`src/rtl/rxb_pkg.sv`:
```
package rxb_pkg;
    localparam int DW      = 8;
    localparam int MIN_LEN = 5;
    localparam int IW      = $clog2(DW);

    typedef enum logic [2:0] {
        ST_IDLE, ST_START, ST_DATA, ST_PAR, ST_STOP, ST_BRK, ST_RESYNC
    } rx_state_e;

    typedef enum logic [1:0] {
        PM_NONE = 2'd0, PM_EVEN = 2'd1, PM_ODD = 2'd2, PM_FIXED = 2'd3
    } par_mode_e;

    typedef struct packed {
        logic [DW-1:0] data;
        logic          par_err;
        logic          frm_err;
        logic          match;
    } rx_char_t;
endpackage

```
`src/rtl/rxb_sync.sv`:
```
module rxb_sync #(
    parameter int   STAGES  = 2,
    parameter logic RST_VAL = 1'b1
) (
    input  logic clk,
    input  logic rst_n,
    input  logic d_i,
    output logic q_o
);
    logic [STAGES-1:0] s_d, s_q;

    always_comb s_d = {s_q[STAGES-2:0], d_i};

    always_ff @(posedge clk or negedge rst_n) begin
        if (!rst_n) s_q <= {STAGES{RST_VAL}};
        else        s_q <= s_d;
    end

    assign q_o = s_q[STAGES-1];
endmodule

```
`src/rtl/rxb_check.sv`:
```
module rxb_check
    import rxb_pkg::*;
(
    input  logic [DW-1:0] data_i,
    input  logic          pbit_i,
    input  logic [1:0]    len_i,
    input  logic [1:0]    par_i,
    input  logic          fix_i,
    input  logic [DW-1:0] cmp_i,
    output logic          par_err_o,
    output logic          match_o
);
    logic [DW-1:0] mask;
    logic          ones;

    always_comb begin
        mask = {DW{1'b1}} >> (2'd3 - len_i);
        ones = ^(data_i & mask);
        unique case (par_mode_e'(par_i))
            PM_EVEN:  par_err_o = (pbit_i != ones);
            PM_ODD:   par_err_o = (pbit_i == ones);
            PM_FIXED: par_err_o = (pbit_i != fix_i);
            default:  par_err_o = 1'b0;
        endcase
        match_o = ((data_i & mask) == (cmp_i & mask));
    end
endmodule

```
`src/rtl/rxb_frame.sv`:
```
module rxb_frame
    import rxb_pkg::*;
#(
    parameter int OS = 16
) (
    input  logic          clk,
    input  logic          rst_n,
    input  logic          tick_i,
    input  logic          rx_i,
    input  logic          en_i,
    input  logic [1:0]    len_i,
    input  logic [1:0]    par_i,
    input  logic          fix_i,
    input  logic [DW-1:0] cmp_i,
    output logic          push_o,
    output rx_char_t      char_o,
    output logic          brk_start_o,
    output logic          brk_end_o
);
    localparam int CW   = $clog2(OS);
    localparam int HALF = OS / 2;

    typedef struct packed {
        rx_state_e     st;
        logic [CW-1:0] cnt;
        logic [IW-1:0] idx;
        logic [DW-1:0] data;
        logic          pbit;
        logic          push;
        logic          bs;
        logic          be;
        rx_char_t      ch;
    } fr_t;

    fr_t fr_d, fr_q;
    logic perr, mtch;
    logic [IW-1:0] last_idx;

    rxb_check u_chk (
        .data_i   (fr_q.data),
        .pbit_i   (fr_q.pbit),
        .len_i    (len_i),
        .par_i    (par_i),
        .fix_i    (fix_i),
        .cmp_i    (cmp_i),
        .par_err_o(perr),
        .match_o  (mtch)
    );

    always_comb begin
        last_idx = IW'(MIN_LEN - 1) + IW'(len_i);
        fr_d      = fr_q;
        fr_d.push = 1'b0;
        fr_d.bs   = 1'b0;
        fr_d.be   = 1'b0;
        if (!en_i) begin
            fr_d.st  = ST_IDLE;
            fr_d.cnt = '0;
        end else if (tick_i) begin
            unique case (fr_q.st)
                ST_IDLE: if (!rx_i) begin
                    fr_d.st  = ST_START;
                    fr_d.cnt = '0;
                end
                ST_START: if (fr_q.cnt == CW'(HALF - 1)) begin
                    fr_d.cnt = '0;
                    if (!rx_i) begin
                        fr_d.st   = ST_DATA;
                        fr_d.idx  = '0;
                        fr_d.data = '0;
                    end else begin
                        fr_d.st = ST_IDLE;
                    end
                end else fr_d.cnt = fr_q.cnt + 1'b1;
                ST_DATA: if (fr_q.cnt == CW'(OS - 1)) begin
                    fr_d.cnt = '0;
                    fr_d.data[fr_q.idx] = rx_i;
                    if (fr_q.idx == last_idx)
                        fr_d.st = (par_mode_e'(par_i) == PM_NONE) ? ST_STOP : ST_PAR;
                    else
                        fr_d.idx = fr_q.idx + 1'b1;
                end else fr_d.cnt = fr_q.cnt + 1'b1;
                ST_PAR: if (fr_q.cnt == CW'(OS - 1)) begin
                    fr_d.cnt  = '0;
                    fr_d.pbit = rx_i;
                    fr_d.st   = ST_STOP;
                end else fr_d.cnt = fr_q.cnt + 1'b1;
                ST_STOP: if (fr_q.cnt == CW'(OS - 1)) begin
                    fr_d.cnt        = '0;
                    fr_d.push       = 1'b1;
                    fr_d.ch.data    = fr_q.data;
                    fr_d.ch.par_err = perr;
                    fr_d.ch.frm_err = !rx_i;
                    fr_d.ch.match   = mtch;
                    if (rx_i) begin
                        fr_d.st = ST_IDLE;
                    end else if (fr_q.data == '0) begin
                        fr_d.bs = 1'b1;
                        fr_d.st = ST_BRK;
                    end else begin
                        fr_d.st = ST_RESYNC;
                    end
                end else fr_d.cnt = fr_q.cnt + 1'b1;
                ST_BRK: if (rx_i) begin
                    fr_d.be = 1'b1;
                    fr_d.st = ST_IDLE;
                end
                ST_RESYNC: if (fr_q.cnt == CW'(HALF - 1)) begin
                    fr_d.cnt = '0;
                    fr_d.st  = ST_IDLE;
                end else fr_d.cnt = fr_q.cnt + 1'b1;
                default: fr_d.st = ST_IDLE;
            endcase
        end
    end

    always_ff @(posedge clk or negedge rst_n) begin
        if (!rst_n) begin
            fr_q    <= '0;
            fr_q.st <= ST_IDLE;
        end else begin
            fr_q <= fr_d;
        end
    end

    assign push_o      = fr_q.push;
    assign char_o      = fr_q.ch;
    assign brk_start_o = fr_q.bs;
    assign brk_end_o   = fr_q.be;


    len_bound_chk: assert property (@(posedge clk) disable iff (!rst_n)
        push_o |-> ((char_o.data >> (MIN_LEN + int'(len_i))) == '0));

    stop_high_chk: assert property (@(posedge clk) disable iff (!rst_n)
        push_o && !char_o.frm_err |-> $past(rx_i));

    brk_end_high_chk: assert property (@(posedge clk) disable iff (!rst_n)
        brk_end_o |-> $past(rx_i));

    brk_with_char_chk: assert property (@(posedge clk) disable iff (!rst_n)
        brk_start_o |-> push_o && char_o.frm_err);

    disabled_quiet_chk: assert property (@(posedge clk) disable iff (!rst_n)
        !en_i |=> !push_o && !brk_start_o && !brk_end_o);
endmodule

```
`src/rtl/rxb_hold.sv`:
```
module rxb_hold
    import rxb_pkg::*;
(
    input  logic     clk,
    input  logic     rst_n,
    input  logic     push_i,
    input  rx_char_t char_i,
    input  logic     ready_i,
    output logic     valid_o,
    output rx_char_t char_o,
    output logic     ovr_o
);
    typedef struct packed {
        logic     valid;
        rx_char_t ch;
        logic     ovr;
    } hold_t;

    hold_t h_d, h_q;

    always_comb begin
        h_d = h_q;
        if (push_i) begin
            if (h_q.valid && !ready_i) begin
                h_d.ovr = 1'b1;
            end else begin
                h_d.valid = 1'b1;
                h_d.ch    = char_i;
                h_d.ovr   = 1'b0;
            end
        end else if (h_q.valid && ready_i) begin
            h_d.valid = 1'b0;
            h_d.ovr   = 1'b0;
        end
    end

    always_ff @(posedge clk or negedge rst_n) begin
        if (!rst_n) h_q <= '0;
        else        h_q <= h_d;
    end

    assign valid_o = h_q.valid;
    assign char_o  = h_q.ch;
    assign ovr_o   = h_q.ovr;


    held_stable_chk: assert property (@(posedge clk) disable iff (!rst_n)
        valid_o && !ready_i |=> valid_o && $stable(char_o.data));

    overrun_flag_chk: assert property (@(posedge clk) disable iff (!rst_n)
        push_i && valid_o && !ready_i |=> ovr_o);
endmodule

```
`src/rtl/async_rx_brk.sv`:
```
module async_rx_brk
    import rxb_pkg::*;
#(
    parameter int OS          = 16,
    parameter int SYNC_STAGES = 2
) (
    input  logic          clk,
    input  logic          rst_n,
    input  logic          tick16,
    input  logic          rx_in,
    input  logic          rx_en,
    input  logic [1:0]    len_sel,
    input  logic [1:0]    par_sel,
    input  logic          par_fix,
    input  logic [DW-1:0] cmp_char,
    output logic          out_valid,
    input  logic          out_ready,
    output logic [DW-1:0] out_data,
    output logic          out_par_err,
    output logic          out_frm_err,
    output logic          out_ovr,
    output logic          out_match,
    output logic          brk_start,
    output logic          brk_end
);
    logic     rx_s;
    logic     push;
    rx_char_t new_ch, held_ch;

    rxb_sync #(.STAGES(SYNC_STAGES), .RST_VAL(1'b1)) u_sync (
        .clk(clk), .rst_n(rst_n), .d_i(rx_in), .q_o(rx_s)
    );

    rxb_frame #(.OS(OS)) u_frame (
        .clk(clk), .rst_n(rst_n), .tick_i(tick16), .rx_i(rx_s), .en_i(rx_en),
        .len_i(len_sel), .par_i(par_sel), .fix_i(par_fix), .cmp_i(cmp_char),
        .push_o(push), .char_o(new_ch), .brk_start_o(brk_start), .brk_end_o(brk_end)
    );

    rxb_hold u_hold (
        .clk(clk), .rst_n(rst_n), .push_i(push), .char_i(new_ch),
        .ready_i(out_ready), .valid_o(out_valid), .char_o(held_ch), .ovr_o(out_ovr)
    );

    assign out_data    = held_ch.data;
    assign out_par_err = held_ch.par_err;
    assign out_frm_err = held_ch.frm_err;
    assign out_match   = held_ch.match;
endmodule

```
`config.mk`:
```
export PLATFORM = sky130hd
export DESIGN_NAME = async_rx_brk
export DESIGN_NICKNAME = d
export VERILOG_FILES = /design/src/rtl/rxb_pkg.sv /design/src/rtl/rxb_sync.sv /design/src/rtl/rxb_check.sv /design/src/rtl/rxb_frame.sv /design/src/rtl/rxb_hold.sv /design/src/rtl/async_rx_brk.sv
export SDC_FILE = /design/constraint.sdc
export NUM_CORES = 1
export LEC_CHECK = 0
export CAP_MARGIN = 20
export CORE_ASPECT_RATIO = 1.25
export CORE_MARGIN = 4
export CORE_UTILIZATION = 45
export CTS_BUF_LIST = sky130_fd_sc_hd__clkbuf_4 sky130_fd_sc_hd__clkbuf_8
export DETAILED_ROUTE_END_ITERATION = 7
export PLACE_DENSITY = 0.69
export SKIP_LAST_GASP = 1
export SYNTH_ARGS = -nofsm -noshare
export SYNTH_HDL_FRONTEND = slang
export SYNTH_HIERARCHICAL = 1
export SYNTH_SLANG_ARGS = --single-unit
export TNS_END_PERCENT = 30
```
`constraint.sdc`:
```
create_clock -name clk -period 3.6 [get_ports clk]
set_clock_uncertainty 0.2 [all_clocks]
set_input_delay 1.08 -clock clk [delete_from_list [all_inputs] [get_ports clk]]
set_output_delay 1.08 -clock clk [all_outputs]
set_load 0.02 [all_outputs]
```
==> run metrics <==
Final setup violation count 0; sequential share of power between 50% and 60%; GRT Total Usage 14.7%; Pwr Density 330 nW/µm²; syn nets 259; crit path kind in -> reg; flops & latches, synth 48; 1st-pass router iterations 4; Worst-Skew Late Latency about 0.29 ns; Top FF cell, synth dfrtp_1; hpwl dp 3950 µm; total power 1020 µW; detailed-route wire length 5340 µm; mapped cell area roughly 2700 µm²; post-DR wirelength/cell 16.3 µm; Final TNS setup 0 ns; Synth top area share 42.7%; Core Area 5820 µm²; Net Sw Frac 22.9%; Die Area 7300 µm²; HP Class reg -> reg; Largest stage delay, worst path about 0.52 ns; element type at the critical path end flop; H-tree levels 2; RSZ-0062 raised after global routing false; Post-Synthesis Cells around 240; Final GP Congestion 0.811; Int Power 790 µW; post-synth cell types 54; DRT iter0 DRCs 61; first-pass GRT wire length 8640 µm; share of cells above drive strength 1 18.0%; top cells by count, synth dfrtp_1, nand2_1, mux2_4, buf_4, mux2i_1; most frequent cell after synthesis dfrtp_1; outcome finished, final reports clean; CP cell instances clkdlybuf4s50_1, o21ai_0, xnor2_1, xnor3_1, mux2i_1, a31oi_1, mux2_4; GRT Residual Overflow 0; Syn. warnings 6; startpoint types input port; post-synth top area cell dfrtp_1; final worst path period share 80.1%; initial antenna violation count 0; # rows 31; leakage power approximately 0.0015 µW; register area share after synthesis 44.7%; fmax 0.347 GHz; Initial Utilization 46.3%; Placed Instance Area ~3000 µm²; CTS root buffer clkbuf_8; Max-slew headroom between 60% and 70%; sequential standard cell area 1200 µm²; DIE HEIGHT 94.5 µm; Post-CTS Resized 0; TritonCTS clock tree done; crit-path max FO 6; # port buffers 33; Area contributors post-synth dfrtp_1, mux2_4, mux2i_1, nand2_1, buf_4; Final min period slightly below 3 ns; Fill cells 522; combinational share of power 7.5%; CP arrival 2.87 ns; I/O pins 34; Psw about 230 µW; Final Max Tran Viols 0; Post-CTS Setup Bufs 0; mean post-synth cell area 11.3 µm²; ANT nets after route 0; Clk pwr share 38.8%; drt drc 0; Clock Sinks between 40 and 50; largest net degree at the start of global routing 27; Async SR Flop Fraction 100%; via count 1843; hold depth 0; Worst-path clk slew 0.09 ns; die width 77.2 µm; vias in the first global route between 1500 and 2000; peak supply drop between 100 and 150 µV; Worst EP required about 3.6 ns; final hold vios 0; slew at the pin closest to its max-slew limit around 0.49 ns; Slowest-stage cell, CP clkdlybuf4s50_1; antenna cells 0; hold-fix buffers at CTS 0; CTS max path bufs 2; Area Overhead vs Synth 15.0%; Post-synth EDFFs 0; vias per std cell 5.64; CTS buffer count 5; finished layout cell area 3100 µm²; max-cap viol count 0; Nets between 200 and 300; Reg2Reg Depth 4; multi-input combinational cell area 1330 µm²
-- placed cells by master (no fill, tap or decap), types with 6 or more instances in the layout --
cell type | netlist | final
dfrtp_1 | 46 | 46
clkdlybuf4s50_1 | 0 | 32
nand2_1 | 23 | 23
mux2_4 | 18 | 18
mux2i_1 | 11 | 11
xor2_1 | 9 | 9
nor2_1 | 8 | 8
xnor2_1 | 7 | 7
nand3_1 | 6 | 6
-- metal layers --
layer / vias up / global-route usage [%] / part of all wire (%) / wire length, µm
met3: 2 / 3.05 / 3.5 / 188
met5: - / 0 / 0 / 0
li1: 893 / - / - / -
met2: 40 / 26.0 / 50 / 2680
met1: 908 / 18.6 / 46 / 2440
met4: 0 / 3.12 / 0.39 / 21
-- critical path, delay by kind of cell --
family                 cells  cell delay (ns)
AO/OA/AOI/OAI              2             0.33
multiplexers               2             0.43
buffers and inverters      1             0.52
XOR/XNOR                   2             0.52
-- sequential cells by signal, indices dropped and copies added (netlist names) --
signal and cells:
u_hold/valid_o 1, u_frame/fr_q 19, u_hold/char_o 11, u_hold/ovr_o 1, u_sync/s_q 2, u_frame/char_o 11, u_frame/brk_end_o 1, u_frame/push_o 1
u_frame/brk_start_o 1
-- cell families after synthesis --
logic type / synth area share [%]
AOI/OAI and AO/OA: 9.20
xor gates and xnor gates: 6.92
adders and majority gates: 0.929
buffers and inverters: 6.04
DFF: 44.7
muxes: 16.2
and+or+nand+nor: 16.0
-- stage by stage --
step                setup slack (ns)  std cells  util, %  hold slack, ns
floorplan                      0.968        238        -           0.145
global placement               0.440        319     51.3           0.147
detailed placement             0.383        319     51.3           0.149
CTS                            0.724        327     53.3           0.166
global route                   0.661        327     53.3           0.166
finish                         0.716        327     53.3           0.165
-- power groups by stage --
stage	Clock [µW]	Combinational [µW]	Sequential, µW
floorplan	0	35.9	557
global placement	0	76.4	560
detailed placement	0	77.3	560
CTS	410	78.0	550
global route	433	84.4	550
finish	397	77.0	549
-- path summary, 6_finish.rpt --
kind	slack (ns)	end	start
max in group asynchronous	1.90	u_sync/s_q[0]	rst_n
setup / recovery	0.72	u_frame/char_o[2]	len_sel[0]
hold / removal	0.16	u_sync/s_q[1]	u_sync/s_q[0]
setup reg to reg	1.39	u_frame/fr_q[32]	u_frame/fr_q[32]
hold reg to reg	0.16	u_sync/s_q[1]	u_sync/s_q[0]
min in group asynchronous	0.53	u_hold/ovr_o	rst_n
-- layout make-up --
class                           instances  area share [%]
Multi-Input combinational cell        163            42.8
Inverter                                6           0.727
Timing Repair Buffer                   36            11.2
Clock buffer                            5            2.22
Sequential cell                        48            38.8
Clock inverter                          3            1.49
Tap cell                               66            2.66
Note: power is estimated with default switching activity, not from simulation.
